==> src/rtl/tcam_lpm_pkg.sv <==
`timescale 1ns/1ps
package tcam_lpm_pkg;
  // Number of set bits in a word of up to 64 bits.
  function automatic logic [6:0] ones64(input logic [63:0] v);
    logic [6:0] n;
    n = '0;
    for (int i = 0; i < 64; i++) n = n + {6'd0, v[i]};
    return n;
  endfunction
endpackage

==> src/rtl/tcam_row.sv <==
`timescale 1ns/1ps
module tcam_row #(
  parameter int WIDTH = 8,
  parameter int CW    = $clog2(WIDTH + 1)
) (
  input  logic             clk,
  input  logic             rst,
  input  logic             we,
  input  logic [WIDTH-1:0] wr_value,
  input  logic [WIDTH-1:0] wr_care,
  input  logic [WIDTH-1:0] key,
  output logic             match,
  output logic [CW-1:0]    plen
);
  import tcam_lpm_pkg::*;

  logic [WIDTH-1:0] val_q, care_q;
  logic [CW-1:0]    len_q;
  logic             live_q;

  always_ff @(posedge clk) begin
    if (rst) begin
      live_q <= 1'b0;
      val_q  <= '0;
      care_q <= '0;
      len_q  <= '0;
    end else if (we) begin
      live_q <= 1'b1;
      val_q  <= wr_value & wr_care;
      care_q <= wr_care;
      len_q  <= CW'(ones64(64'(wr_care)));
    end
  end

  // Chain of per-digit compares: a wildcard digit always agrees.
  logic [WIDTH-1:0] digit_ok;
  for (genvar d = 0; d < WIDTH; d++) begin : g_digit
    assign digit_ok[d] = ~care_q[d] | (key[d] == val_q[d]);
  end

  assign match = live_q & (&digit_ok);
  assign plen  = len_q;

  logic [WIDTH-1:0] inv_care;
  assign inv_care = ~wr_care;


  // write_lands_chk
  write_lands_chk: assert property (@(posedge clk) disable iff (rst)
    we |=> (care_q == $past(wr_care)) && (val_q == $past(wr_value & wr_care)) && live_q);


  // dead_row_chk
  dead_row_chk: assert property (@(posedge clk) disable iff (rst)
    !live_q |-> !match);


  // contig_mask_chk
  contig_mask_chk: assert property (@(posedge clk) disable iff (rst)
    we |-> ((inv_care & (inv_care + 1'b1)) == '0));
endmodule

==> src/rtl/tcam_prefix_pick.sv <==
`timescale 1ns/1ps
module tcam_prefix_pick #(
  parameter int ENTRIES = 8,
  parameter int CW      = 4,
  parameter int AW      = $clog2(ENTRIES)
) (
  input  logic [ENTRIES-1:0]         lines,
  input  logic [ENTRIES-1:0][CW-1:0] lens,
  output logic                       any,
  output logic [AW-1:0]              idx
);
  logic [CW-1:0] best;

  // Strict "greater than" keeps the lower address on a tie.
  always_comb begin
    any  = 1'b0;
    idx  = '0;
    best = '0;
    for (int i = 0; i < ENTRIES; i++) begin
      if (lines[i] && (!any || lens[i] > best)) begin
        any  = 1'b1;
        idx  = AW'(i);
        best = lens[i];
      end
    end
  end
endmodule

==> src/rtl/tcam_lpm.sv <==
`timescale 1ns/1ps
module tcam_lpm #(
  parameter int ENTRIES = 8,
  parameter int WIDTH   = 8,
  parameter int AW      = $clog2(ENTRIES),
  parameter int CW      = $clog2(WIDTH + 1)
) (
  input  logic             clk,
  input  logic             rst,
  input  logic             wr_en,
  input  logic [AW-1:0]    wr_addr,
  input  logic [WIDTH-1:0] wr_value,
  input  logic [WIDTH-1:0] wr_care,
  input  logic [WIDTH-1:0] key,
  output logic             hit,
  output logic [AW-1:0]    hit_addr
);
  logic [ENTRIES-1:0]         lines;
  logic [ENTRIES-1:0][CW-1:0] lens;
  logic                       pick_any;
  logic [AW-1:0]              pick_idx;

  for (genvar g = 0; g < ENTRIES; g++) begin : g_row
    tcam_row #(.WIDTH(WIDTH), .CW(CW)) u_row (
      .clk      (clk),
      .rst      (rst),
      .we       (wr_en && (wr_addr == AW'(g))),
      .wr_value (wr_value),
      .wr_care  (wr_care),
      .key      (key),
      .match    (lines[g]),
      .plen     (lens[g])
    );


    // longest_wins_chk
    longest_wins_chk: assert property (@(posedge clk) disable iff (rst)
      lines[g] |-> pick_any && (lens[g] <= lens[pick_idx]));


    // tie_low_chk
    tie_low_chk: assert property (@(posedge clk) disable iff (rst)
      (lines[g] && lens[g] == lens[pick_idx]) |-> (pick_idx <= AW'(g)));
  end

  tcam_prefix_pick #(.ENTRIES(ENTRIES), .CW(CW), .AW(AW)) u_pick (
    .lines (lines),
    .lens  (lens),
    .any   (pick_any),
    .idx   (pick_idx)
  );

  always_ff @(posedge clk) begin
    if (rst) begin
      hit      <= 1'b0;
      hit_addr <= '0;
    end else begin
      hit      <= pick_any;
      hit_addr <= pick_any ? pick_idx : '0;
    end
  end


  // winner_line_chk
  winner_line_chk: assert property (@(posedge clk) disable iff (rst)
    pick_any |-> lines[pick_idx]);


  // hit_latency_chk
  hit_latency_chk: assert property (@(posedge clk) disable iff (rst)
    1'b1 |=> (hit == $past(|lines)));


  // miss_zero_chk
  miss_zero_chk: assert property (@(posedge clk) disable iff (rst)
    !hit |-> (hit_addr == '0));
endmodule

==> config.mk <==
export PLATFORM = sky130hd
export DESIGN_NAME = tcam_lpm
export DESIGN_NICKNAME = d
export VERILOG_FILES = /design/src/rtl/tcam_lpm_pkg.sv /design/src/rtl/tcam_row.sv /design/src/rtl/tcam_prefix_pick.sv /design/src/rtl/tcam_lpm.sv
export SDC_FILE = /design/constraint.sdc
export NUM_CORES = 1
export LEC_CHECK = 0
export CAP_MARGIN = 0
export CORE_AREA = 2 2 118 120
export CTS_BUF_LIST = sky130_fd_sc_hd__clkbuf_2
export CTS_CLUSTER_SIZE = 8
export DETAILED_ROUTE_END_ITERATION = 16
export DIE_AREA = 0 0 120 122
export PLACE_DENSITY_LB_ADDON = 0.1
export SLEW_MARGIN = 20
export SYNTH_ARGS = -nofsm -noshare
export SYNTH_HDL_FRONTEND = slang
export SYNTH_SLANG_ARGS = --single-unit
==> constraint.sdc <==
create_clock -name clk -period 14.55 [get_ports clk]
set_clock_uncertainty 0.05 [all_clocks]
set_input_delay 2.91 -clock clk [delete_from_list [all_inputs] [get_ports clk]]
set_output_delay 2.91 -clock clk [all_outputs]
set_load 0.1 [all_outputs]
==> summary.md <==
| Metric | Value |
|---|---|
| Outcome | `finished, final reports clean` |
| CP max stage cell | `a222oi_1` |
| Rel. slew slack | `0.350` |
| Vias in the first global route | `6524` |
| Period utilization | `0.930` |
| Met2 usage | `0.482` |
| Fin worst setup slack | `1.02 ns` |
| Top cells by area, synth | `dfxtp_1, nand2_1, a21oi_1` |
| Dpl cells | `1221` |
| Die area | `14600 µm²` |
| Synth warn | `0` |
| Peak supply drop | `62.8 µV` |
| Vias per std cell | `roughly 5.6` |
| Hold Vio Cnt, Final | `0` |
| Post-synth top area share | `0.418` |
| Most frequent CP cell | `o21a_1` |
| Finish-stage setup viols | `0` |
| Fmax | `73.9 MHz` |
| Io pins | `34` |
| Largest stage delay, worst path | `roughly 0.56 ns` |
| Most common cell after layout, fill and taps aside | `nand2_1` |
| Yosys top cell by area | `dfxtp_1` |
| Grt total ovfl | `0` |
| Gate power share | `0.150` |
| Routed Antenna Nets | `0` |
| Drt pass-1 iters | `6` |
| Main flop type after synthesis | `dfxtp_1` |
| Flop-to-flop setup slack | `3.24 ns` |
| Maximum Capacitance Violations | `0` |
| PwrDens | `95.2 nW/µm²` |
| Initial antenna violation count | `1` |
| Synthesized cell area | `8250 µm²` |
| Port Buf Inserts | `33` |
| Core area | `13500 µm²` |
| Synth Area per Inst | `7.74 µm²` |
| Sequential power share | `0.579` |
| Crit path time final | `roughly 14 ns` |
| CTS buffer count | `17` |
| Largest net degree at the start of global routing | `between 80 and 90` |
| Final wirelength | `21100 µm` |
| Layer with the highest usage | `met2` |
| Distinct cells, synth | `51` |
| Synth async-reset ratio | `0` |
| RSZ-0062 raised after global routing | `no` |
| Pre-CTS setup slack | `-0.507 ns` |
| # fillers | `1247` |
| CTS max path bufs | `2` |
| Max Slew Vio Count | `0` |
| M3 GR Usage | `0.0599` |
| Die Y | `122 µm` |
| Core Util, Final | `0.656` |
| Switching pwr | `0.000257 W` |
| Num rows | `43` |
| Hold Path Class | `flop to flop` |
| Routed vias | `6976` |
| Starting DRT DRC Count | `488` |
| Worst slew pin tran | `0.972 ns` |
| Number of H-tree levels | `4` |
| Internal | `approximately 0.00059 W` |
| Crit path kind | `input pin to flop` |
| DP Wirelength | `14200 µm` |
| Worst-Skew Late Latency | `0.76 ns` |
| LEAKAGE | `between 3 and 4 nW` |
| Global Route Usage Sum | `0.301` |
| Synth Instances | `1066` |
| First-pass GRT wire length | `34000 µm` |
| Total Nets Final | `~1100` |
| Area Growth Syn to Fin | `7.46%` |
| #FFs+latches synth | `172` |
| Sw Share | `0.304` |
| Hold WS | `0.419 ns` |
| Initial core utilization | `0.611` |
| Clock sinks | `~170` |
| WP data required | `~15 ns` |
| Setup crit end kind | `flop` |
| Layout cell share with drive strength beyond 1 | `0.0643` |
| Met1 Use GR | `0.403` |
| Clock Tree Root | `clkbuf_2` |
| Most frequent cells in the layout | `nand2_1, dfxtp_1, a21oi_1, xor2_1, nor2_1` |
| Reg clk slew, reported paths | `roughly 0.23 ns` |
| CP Data Arrival Time | `14.18 ns` |
| Die width | `roughly 120 µm` |
| Post-DR wirelength/cell | `16.8 µm` |
| Post-synth EDFFs | `0` |
| Crit start category | `input pin` |
| Area post-placement | `between 8000 and 9000 µm²` |
| Cell Count, Final, Fillers Out | `between 1000 and 1500` |
| CP max FO | `14` |
| # DRC | `0` |
| Post-route cell area | `8860 µm²` |
| Seq/Total Area, Yosys | `0.418` |
| Clk pwr share | `0.271` |
| Final GP Congestion | `~0.96` |
| CTS tree | `yes` |
| Synth Net Count | `approximately 1100` |
cells by family after synthesis:
kind of cell    share of synthesized area
simple gates                        0.214
compound gates                      0.181
flops                               0.418
buf+inv                            0.0560
xor+xnor                           0.0690
fa+ha+maj                          0.0567
mux                               0.00592
synth_stat cells, types with 2 or more instances:
| cell | n |
|---|---|
| clkbuf_1 | 57 |
| a22oi_1 | 19 |
| and2_1 | 10 |
| buf_6 | 2 |
| inv_1 | 31 |
| mux2_2 | 3 |
| a21oi_1 | 159 |
| nand4_1 | 11 |
| a31oi_1 | 6 |
| nor3_1 | 5 |
| xor2_1 | 64 |
| a41oi_1 | 2 |
| a221oi_1 | 2 |
| buf_2 | 8 |
| ha_1 | 31 |
| a21o_1 | 2 |
| o21ai_0 | 10 |
| a21boi_1 | 2 |
| nand2b_1 | 5 |
| dfxtp_1 | 172 |
| nand2_1 | 334 |
| a22o_1 | 2 |
| a211oi_1 | 8 |
| clkbuf_2 | 4 |
| nor2b_1 | 12 |
| or2_2 | 2 |
| o21a_1 | 11 |
| a222oi_1 | 6 |
| o211ai_1 | 6 |
| and4_1 | 3 |
| a21boi_0 | 3 |
| fa_1 | 4 |
| nor2_1 | 39 |
| buf_4 | 6 |
| o22ai_1 | 5 |
| nand3_1 | 5 |
power by group through the flow:
stage | sequential [W] | combinational [W] | clock, W
detailed placement | 0.000498 | 0.000125 | 0
global route | 0.000491 | 0.000140 | 0.000253
CTS | 0.000489 | 0.000125 | 0.000233
floorplan | 0.000501 | 0.0000818 | 0
global placement | 0.000498 | 0.000123 | 0
finish | 0.000489 | 0.000127 | 0.000228
per-stage QoR:
stage | TNS, ns | power [W]
2_1_floorplan | 0 | 0.000583
3_3_place_gp | -0.350 | 0.000621
3_5_place_dp | -1.40 | 0.000623
4_1_cts | 0 | 0.000848
5_1_grt | 0 | 0.000883
6_report | 0 | 0.000844
flip-flops by register name (all words and copies together), names as in the netlist:
register	cells
hit	1
g_row.u_row.live_q	8
g_row.u_row.care_q	64
g_row.u_row.plen	32
g_row.u_row.val_q	64
hit_addr	3
metal layers:
layer  part of all wire  up-vias
met2               0.46      196
met3              0.060       50
met1               0.45     3199
met4              0.032        0
met5                  0        -
li1                   -     3531
worst paths after layout:
path,end,from,depth (start not counted)
worst max-delay path,hit_addr[2]$_SDFF_PP0_,key[5],58
worst min-delay path,g_row[2].u_row.care_q[5]$_SDFFE_PP0P_,g_row[2].u_row.care_q[5]$_SDFFE_PP0P_,2
worst min register to register,g_row[2].u_row.care_q[5]$_SDFFE_PP0P_,g_row[2].u_row.care_q[5]$_SDFFE_PP0P_,2
worst max register to register,hit_addr[2]$_SDFF_PP0_,g_row[0].u_row.val_q[5]$_SDFFE_PP0P_,57
critical path: cells and delay by family:
family,cells,cell delay [ns]
buf+inv,1,0.44
fa+ha+maj,7,2.04
compound gates,32,5.83
xor+xnor,1,0.16
mux,1,0.37
simple gates,16,2.44
layout make-up:
| type | count | area [µm²] | share of cell area |
|---|---|---|---|
| diodes | 1 | 2.50 | 0.000282 |
| clock buffers | 17 | 85.1 | 0.00960 |
| clock inverters | 15 | 125 | 0.0141 |
| inverters | 31 | 116 | 0.0131 |
| multi-input cells | 785 | 4390 | 0.495 |
| flip-flops and latches | 172 | 3440 | 0.389 |
| well taps | 180 | 225 | 0.0254 |
| repair buffers | 53 | 478 | 0.0539 |
timing repair:
item / CTS / global route
resized for setup: 0 / 5
buffers inserted: 0 / 0
setup endpoints to repair: 0 / 3
hold buffers: 0 / 0
endpoints found under the hold margin: 0 / 0
Note: power is estimated with default switching activity, not from simulation.
